===== src/rtl/bkpt_match.sv =====
module bkpt_match #(
  parameter int AW      = 32,
  parameter int N_BP    = 4,
  parameter bit OUT_REG = 1'b1
) (
  input  logic              clk,
  input  logic              rst_n,
  input  logic              acc_valid,
  input  logic [AW-1:0]     acc_addr,
  input  logic [1:0]        acc_size,
  input  logic [1:0]        acc_kind,
  input  logic              insn_start,
  input  logic [N_BP*AW-1:0] bp_addr,
  input  logic [N_BP*2-1:0] bp_kind,
  input  logic [N_BP*2-1:0] bp_size,
  input  logic [N_BP-1:0]   bp_local_en,
  input  logic [N_BP-1:0]   bp_global_en,
  output logic [N_BP-1:0]   hit_raw,
  output logic              trap_req
);
  localparam int XW = AW + 1;

  localparam logic [1:0] K_FETCH = 2'b00;
  localparam logic [1:0] K_READ  = 2'b01;
  localparam logic [1:0] K_WRITE = 2'b10;

  function automatic logic [XW-1:0] span(input logic [1:0] code);
    case (code)
      2'b01:   span = XW'(1);
      2'b11:   span = XW'(3);
      default: span = '0;
    endcase
  endfunction

  logic            size_ok;
  logic            is_data;
  logic [XW-1:0]   a_lo, a_hi;
  logic [N_BP-1:0] hit_c;
  logic            trap_c;

  assign size_ok = (acc_size != 2'b10);
  assign is_data = (acc_kind == K_READ) || (acc_kind == K_WRITE);
  assign a_lo    = {1'b0, acc_addr};
  assign a_hi    = a_lo + span(acc_size);

  for (genvar i = 0; i < N_BP; i++) begin : g_bp
    logic [AW-1:0] ba;
    logic [1:0]    bk, bs;
    logic [XW-1:0] w_lo, w_hi;
    logic          overlap, exec_hit, data_hit;

    assign ba   = bp_addr[i*AW +: AW];
    assign bk   = bp_kind[i*2 +: 2];
    assign bs   = bp_size[i*2 +: 2];
    assign w_lo = {1'b0, ba} & ~span(bs);
    assign w_hi = w_lo + span(bs);

    assign overlap  = (a_lo <= w_hi) && (w_lo <= a_hi);
    assign exec_hit = (bk == 2'b00) && (bs == 2'b00) && (acc_kind == K_FETCH)
                      && insn_start && (acc_addr == ba);
    assign data_hit = is_data && (bs != 2'b10) && overlap &&
                      ((bk == 2'b11) || (bk == 2'b01 && acc_kind == K_WRITE));
    assign hit_c[i] = acc_valid && size_ok && (exec_hit || data_hit);

    p_reserved_never_r5: assert property (@(posedge clk) disable iff (!rst_n)
      (bk == 2'b10 || bs == 2'b10) |-> !hit_c[i]);
    p_exec_exact_r1: assert property (@(posedge clk) disable iff (!rst_n)
      (hit_c[i] && bk == 2'b00) |-> (acc_kind == K_FETCH && insn_start && acc_addr == ba));
    p_write_only_r3: assert property (@(posedge clk) disable iff (!rst_n)
      (hit_c[i] && bk == 2'b01) |-> (acc_kind == K_WRITE));
    p_data_no_fetch_r4: assert property (@(posedge clk) disable iff (!rst_n)
      (hit_c[i] && bk != 2'b00) |-> (acc_kind != K_FETCH));
  end

  assign trap_c = |(hit_c & (bp_local_en | bp_global_en));

  if (OUT_REG) begin : g_reg
    always_ff @(posedge clk) begin
      if (!rst_n) begin
        hit_raw  <= '0;
        trap_req <= 1'b0;
      end else begin
        hit_raw  <= hit_c;
        trap_req <= trap_c;
      end
    end

    p_follow_r11: assert property (@(posedge clk) disable iff (!rst_n)
      $past(!acc_valid) && $past(rst_n) |-> (hit_raw == '0 && !trap_req));
  end else begin : g_comb
    assign hit_raw  = hit_c;
    assign trap_req = trap_c;
  end

  p_idle_r10: assert property (@(posedge clk) disable iff (!rst_n)
    (!acc_valid || acc_kind == 2'b11) |-> (hit_c == '0));
  p_trap_needs_hit_r9: assert property (@(posedge clk) disable iff (!rst_n)
    trap_req |-> (hit_raw != '0));
endmodule


===== config.mk =====
export PLATFORM = sky130hd
export DESIGN_NAME = bkpt_match
export DESIGN_NICKNAME = d
export VERILOG_FILES = /design/src/rtl/bkpt_match.sv
export SDC_FILE = /design/constraint.sdc
export NUM_CORES = 1
export LEC_CHECK = 0
export BUFFER_PORTS_ARGS = -buffer_cell sky130_fd_sc_hd__buf_2
export CAP_MARGIN = 20
export CORE_MARGIN = 3
export CORE_UTILIZATION = 30
export DETAILED_ROUTE_END_ITERATION = 10
export PLACE_DENSITY = 0.51
export SLEW_MARGIN = 20
export SYNTH_ARGS = -nofsm -noshare
export SYNTH_HDL_FRONTEND = slang
export SYNTH_SLANG_ARGS = --single-unit

===== constraint.sdc =====
create_clock -name clk -period 9.37 [get_ports clk]
set_clock_uncertainty 0.05 [all_clocks]
set_input_delay 1.874 -clock clk [delete_from_list [all_inputs] [get_ports clk]]
set_output_delay 1.874 -clock clk [all_outputs]
set_load 0.02 [all_outputs]

=== Word level (Yosys, flattened, before mapping) ===
Cells that the tools add are included.

* Logic and storage cells: 119
* Output and inout port bits: 5
* Input bits: 192
* Bits in registers: 5

* Mux-type cells: 5
* Equality and inequality tests: 29
* Add/subtract/negate cells: 5
* Bitwise operators: 10
* Reductions and logical operators: 60
* Order comparisons: 8

{| class="wikitable"
|+ Operator list
! kind !! count
|-
| $add A33 B33 Y33 || 4
|-
| $and A32 B33 Y33 || 4
|-
| $le A32 B33 Y1 || 4
|-
| $le A33 B33 Y1 || 4
|-
| $not A33 Y33 || 4
|-
| $eq A32 B32 Y1 || 4
|-
| $logic_and A1 B1 Y1 || 41
|-
| $add A32 B33 Y33 || 1
|-
| $eq A2 B1 Y1 const B || 10
|-
| $eq A2 B2 Y1 const B || 10
|-
| $pmux W2 S2 || 5
|-
| $logic_not A2 Y1 || 9
|-
| $ne A2 B2 Y1 const B || 5
|-
| $logic_or A1 B1 Y1 || 9
|-
| $and A4 B4 Y4 || 1
|-
| $or A4 B4 Y4 || 1
|-
| $reduce_or A4 Y1 || 1
|}

=== Logic depth before layout (Yosys ltp) ===
Gate-level depths: netlist (run 1).

* Depth after elaboration: 13
* Depth in mapped cells: 19

=== Least setup slack after synthesis (run 1) ===
No wires, ideal clock.

* Path kind: input port to flip-flop
* From: in acc_size[0]
* To: reg trap_req
* Stages on the path: 18
* Setup slack: 3.822 ns
* Library setup time: 0.064 ns
* Data arrival time: 5.434 ns
* Cell sequence: and2_1 ha_1 a21oi_1 nor2b_1 nand2_1 nor3_1 and3_1 and2_1 nand4_1 xor2_1 ha_1 nand3_1 nor3_1 nand3_1 o41ai_1 nor3_1 or4_2 nand4_1

* Longest elaborated chain between the ends: 11
* Elaborated cells on any way between the ends: 32

{| class="wikitable"
|+ Ends and longest elaborated chain
! item !! RTL line !! text
|-
| start, declared || 10 || <nowiki>input logic [1:0] acc_size,</nowiki>
|-
| $eq A2 B2 Y1 / $eq A2 B1 Y1 (equally long branches) || 28 || <nowiki>case (code)</nowiki>
|-
| $pmux W2 S2 || 28 ||
|-
| $add A32 B33 Y33 || 44 || <nowiki>assign a_hi = a_lo + span(acc_size);</nowiki>
|-
| $le A33 B33 Y1 || 58 || <nowiki>assign overlap = (a_lo <= w_hi) && (w_lo <= a_hi);</nowiki>
|-
| $logic_and A1 B1 Y1 || 58 ||
|-
| $logic_and A1 B1 Y1 (2 in a row) || 61 || <nowiki>assign data_hit = is_data && (bs != 2'b10) && overlap &&</nowiki>
|-
| $logic_or A1 B1 Y1 || 63 || <nowiki>assign hit_c[i] = acc_valid && size_ok && (exec_hit || data_hit);</nowiki>
|-
| $logic_and A1 B1 Y1 || 63 ||
|-
| $and A4 B4 Y4 * || 75 || <nowiki>assign trap_c = |(hit_c & (bp_local_en | bp_global_en));</nowiki>
|-
| $reduce_or A4 Y1 * || 75 ||
|-
| end signal, assigned || 84 || <nowiki>trap_req <= trap_c;</nowiki>
|-
| end, declared || 19 || <nowiki>output logic trap_req</nowiki>
|}

Every way passes the cells marked *; elsewhere a longest branch is shown, timed or not.
A chain may end at the register's enable or synchronous reset.

=== Worst setup path after layout (run 1) ===
Ends and elaborated chain as after synthesis.

==> impl_metrics.ini, run 1 <==
[power_and_ir_drop]
p_clk_share_pct = 11.4
leakagePower_nw = 5.08
sw_frac_of_total_pct = 55.4
power.internal_uw = 275
power_switching_uw = 342
power.density_nw_per_um2 = 55.4
p_comb_share_pct = 85.1
vdd_drop_max_mv = 0.0568
power.share.sequential_pct = 3.5

[floorplanning]
die_w_um = 186
die_area_um2 = 34600
rows = 65
core_um2 = 31700
start_util_pct = 30.7
fp.dieH_um = 186
io_pins = 197

[detailed_routing]
m1WireLength_mm = 20.5
via_per_inst = 5.69
wl_per_cell_um = 25.1
ant_nets = 0
dr_wl_met3_mm = 3.42
dr.pass1.iters = 5
vias = 10600
totalWireLength_mm = 46.6
drt_iter0_drc = 893
remaining_drc_errors = 0
dr.max_layer_used = met4
wl_met2_mm = 20.7

[clock_network]
clockBufferDepth = 2
cts-root-buf = clkbuf_16
cts_setup_buffers = 0
tritoncts = yes
clk_pin_slew_ns = 0.03
cts_num_sinks = 5
h-tree-depth = 1
cts_inserted_buffers = 3
ctsResizeCount = 0
cts_hold_buf = 0

[critical_path]
end_kind = flop
required_ns = 9.48
cp_max_fo = 4
crit_type = input port to flop
setup.worst_path.end = trap_req
cp.arrival_ns = 6.65
cp_slowest_cell = a2111oi_0
crit_path_start = acc_size[0]
cp-start-kind = input port
crit_path_frequent_cell = nand2_1
crit_chain = buf_2, and2_1, ha_1, a21oi_1, nor2b_1, nand2_1, nor3_1, and3_1, and2_1, nand2_1, xor2_1, ha_1, nand2_1, o21ai_0, a2111oi_0, nand2_1, o31a_2, nor4b_1, o221ai_2, nand4_1
critical_path.max_stage_delay_ns = 0.68

[final_layout]
final_util_pct = 35.1
fillers = 3507
nets = 1913
drive_gt1_share_pct = 15.7
syn_to_final_growth_pct = 14.5
finalNonFillerCells = 1858

[placement]
post-dp-hpwl_mm = 40.9
gp_congestion = 0.988
io_buffers = 196
place_inst = 1853

[logic_synthesis]
synth-edff-count = 0
synthTopCellsByCount = ha_1 (264), xnor2_1 (141), nand2_1 (114), a21oi_1 (92), nand4_1 (84)
yosysWarnings = 0
yosysSeqAreaShare_pct = 1.03
yosysUniqueCellTypes = 71
async_flop_share_pct = 0
yosys_most_used_dff = dfxtp_1
synth_area_leader_cell = ha_1
synth_cells = 1284
synth_top_area_share_pct = 34.0
syn_area_um2 = 9730
yosys_register_bits = 5
avgSynthCellArea_um2 = 7.58
yosysMostFrequentCell = ha_1
ys_top_cells_by_area = ha_1 (34%), xnor2_1 (13%), xor2_1 (6.6%)

[sta]
clock.fmax_ghz = 0.153
finalCriticalPeriod_ns = 6.53
finalSetupViolCount = 0
slew_headroom_pct = 23.7
hold_viol_final = 0
rsz0062_at_grt = no
worst_pin_slew_ns = 1.13
slew_viol_final = 0
timing.final.crit_share_pct = 69.7
fin_setup_tns_ns = 0

[worst_hold_path]
hold_path_class = input port to flop

[global_routing]
grt_pass1_wl_mm = 66.7
grt_pass1_vias = 10300
overflow = 0
globalRouteTotalUtil_pct = 26.2
antenna_found_initial = 1
grt_start_max_net_pins = 14

[outcome]
status = completed

[run]
maxCapViolations = 0
-- cell type report --
| class | count | area, um2 | share of cell area (%) |
|---|---|---|---|
| Tap cell | 402 | 503 | 4.52 |
| Inverter | 79 | 297 | 2.66 |
| Antenna cell | 1 | 2.50 | 0.0225 |
| Timing Repair Buffer | 197 | 988 | 8.87 |
| Sequential cell | 5 | 100 | 0.899 |
| Clock buffer | 4 | 78.8 | 0.708 |
| Multi-Input combinational cell | 1170 | 9170 | 82.3 |
-- placed cells by master (no fill, tap or decap), types with 32 or more instances in the layout --
cell type	netlist	layout
ha_1	264	264
buf_2	5	196
xnor2_1	141	141
nand2_1	114	114
a21oi_1	92	92
nand4_1	84	84
inv_1	79	79
xor2_1	73	73
nand3_1	67	67
nor2_1	51	51
nor3_1	34	34
o21ai_0	32	32
-- cell families (layout without fill, tap and decap cells) --
logic type / Yosys count / after routing / synth area share [%]
buf+inv: 112 / 280 / 4.81
compound gates: 225 / 225 / 14.8
simple gates: 462 / 462 / 25.9
other cells: 1 / 5 / 0.0386
xor+xnor: 214 / 214 / 19.3
flops: 5 / 5 / 1.03
fa+ha+maj: 265 / 265 / 34.2
-- flip-flops by register name, summed over array words and instances, names as in the netlist --
signal and cells:
trap_req 1, hit_raw 4
-- worst min-delay path by stage --
stage / startpoint / to / slack, ns / cells after the start
floorplan: rst_n / hit_raw[2] / 1.96 / 1
global placement: bp_local_en[1] / trap_req / 2.13 / 3
detailed placement: bp_local_en[1] / trap_req / 2.14 / 3
CTS: bp_local_en[1] / trap_req / 1.91 / 3
global route: bp_local_en[2] / trap_req / 1.93 / 3
finish: bp_local_en[1] / trap_req / 1.91 / 3
-- metrics by stage --
| step | hold slack (ns) | power [mW] | setup WS, ns | area (um2) |
|---|---|---|---|---|
| 2_1_floorplan | 1.96 | 0.321 | 3.82 | 9740 |
| 3_3_place_gp | 2.13 | 0.533 | 2.72 | 11100 |
| 3_5_place_dp | 2.14 | 0.536 | 2.65 | 11100 |
| 4_1_cts | 1.91 | 0.609 | 2.88 | 11100 |
| 5_1_grt | 1.93 | 0.674 | 2.52 | 11100 |
| 6_report | 1.91 | 0.617 | 2.84 | 11100 |
-- power by group through the flow --
stage	registers, mW	clock network [mW]	logic [mW]
floorplan	0.0225	0	0.298
global placement	0.0222	0	0.511
detailed placement	0.0222	0	0.514
CTS	0.0219	0.0703	0.517
global route	0.0219	0.0731	0.579
finish	0.0219	0.0703	0.525
-- critical path: cells and delay by family --
family,cells,cell delay [ns]
xor gates and xnor gates,1,0.39
adders and majority gates,2,0.61
buffers and inverters,1,0.11
and+or+nand+nor,11,2.26
AOI/OAI and AO/OA,5,1.42
-- per-layer routing --
layer	global-route usage [%]	vias up
met5	0	-
met4	8.85	0
met3	4.73	77
met2	42.1	410
met1	35.5	5005
li1	-	5076
Power figures use the tool's default switching activity.
==> inputs of run 2 (changes only) <==
clock period = 6.4 ns   (was 9.37 ns; I/O delays follow)
==> impl_metrics.ini, run 2 (synthesis results as in run 1) <==
[global_routing]
grt_start_max_net_pins = 14
overflow = 0
globalRouteTotalUtil_pct = 26.6
antenna_found_initial = 1
grt_pass1_wl_mm = 67.6
grt_pass1_vias = 10400

[critical_path]
cp_max_fo = 4
cp.arrival_ns = 5.88
crit_type = input port to flop
end_kind = flop
required_ns = 6.52
cp-start-kind = input port

[sta]
clock.fmax_ghz = 0.174
fin_setup_tns_ns = 0
finalCriticalPeriod_ns = 5.76
rsz0062_at_grt = no
finalSetupViolCount = 0
timing.final.crit_share_pct = 90.0
slew_viol_final = 0
slew_headroom_pct = 24.8
hold_viol_final = 0
worst_pin_slew_ns = 1.12

[power_and_ir_drop]
power.density_nw_per_um2 = 81.1
leakagePower_nw = 5.15
vdd_drop_max_mv = 0.0786
total_power_uw = 911

[detailed_routing]
ant_nets = 0
drt_iter0_drc = 833
vias = 10600
via_per_inst = 5.69
remaining_drc_errors = 0
totalWireLength_mm = 47.1
wl_per_cell_um = 25.2
dr.pass1.iters = 5

[final_layout]
num_antenna_cells = 0
regMostFlops = hit_raw
syn_to_final_growth_pct = 15.5
drive_gt1_share_pct = 16.5
nets = 1926
final_area_um2 = 11200
final_common_cell = ha_1
layout_common_cells = ha_1 (264), buf_2 (196), xnor2_1 (141)
finalNonFillerCells = 1870
reg.largest.list = hit_raw x4, trap_req x1
largest_register_ffs = 4
fillers = 3430

[placement]
io_buffers = 196
dpl-instance-area_um2 = 11200
post-dp-hpwl_mm = 41.2
gp_congestion = 0.967
place_inst = 1866

[floorplanning]
io_pins = 197
rows = 65
die_w_um = 186
core_um2 = 31700
die_area_um2 = 34600
start_util_pct = 30.7
fp.dieH_um = 186

[worst_hold_path]
whs_path_depth = 3
hold_path_class = input port to flop

[clock_network]
cts_setup_buffers = 0
cts_hold_buf = 0
cts-root-buf = clkbuf_16
cts_inserted_buffers = 3
cts_num_sinks = 5
tritoncts = yes
clockBufferDepth = 2
clk_pin_slew_ns = 0.03
h-tree-depth = 1
ctsResizeCount = 0

[outcome]
status = completed

[run]
maxCapViolations = 0
==> run 2: layout make-up <==
cell class | count | area, um2 | share of cell area, %
Sequential cell | 5 | 100 | 0.891
Inverter | 79 | 297 | 2.64
Timing Repair Buffer | 210 | 1090 | 9.67
Tap cell | 402 | 503 | 4.48
Multi-Input combinational cell | 1170 | 9170 | 81.6
Clock buffer | 4 | 78.8 | 0.702
==> run 2: path summary, 6_finish.rpt <==
path,startpoint,to
worst max-delay path,acc_size[0],trap_req
worst min-delay path,bp_local_en[1],trap_req
==> run 2: layer usage <==
layer,global-route usage (%),up-vias,part of all wire [%]
met2,43.5,417,45
met4,9.50,0,4.4
met1,35.9,5056,45
met3,3.32,72,6.6
met5,0,-,0
li1,-,5103,-
==> run 2: stage by stage <==
| step | setup slack, ns | hold WS [ns] | util (%) |
|---|---|---|---|
| final | 0.637 | 1.32 | 35.4 |
| after floorplan | 1.45 | 1.36 | - |
| after global routing | 0.299 | 1.32 | 35.4 |
| after CTS | 0.758 | 1.32 | 35.4 |
| after detailed placement | 0.524 | 1.55 | 35.2 |
| after global placement | 0.580 | 1.54 | 35.2 |
==> run 2: where the power goes <==
group / leakage [nW] / internal (mW) / total, mW / switching [mW]
Sequential: 0.0403 / 0.0318 / 0.0320 / 0.000234
Clock: 0.0382 / 0.0825 / 0.103 / 0.0202
Combinational: 5.07 / 0.293 / 0.776 / 0.483
==> run 2: critical path, cell delays in order <==
cell and delay [ns]:
buf_2 0.11, and2_1 0.19, ha_1 0.28, a21oi_1 0.12
nor2b_1 0.25, nand2_1 0.14, nor3_1 0.20, buf_4 0.16
and3_1 0.20, and2_1 0.20, nand2_1 0.08, xor2_1 0.36
ha_1 0.33, nand2_1 0.06, o21ai_0 0.14, a2111oi_0 0.74
nand2_1 0.11, o31a_2 0.32, nor4b_1 0.35, o221ai_2 0.15
nand4_1 0.10
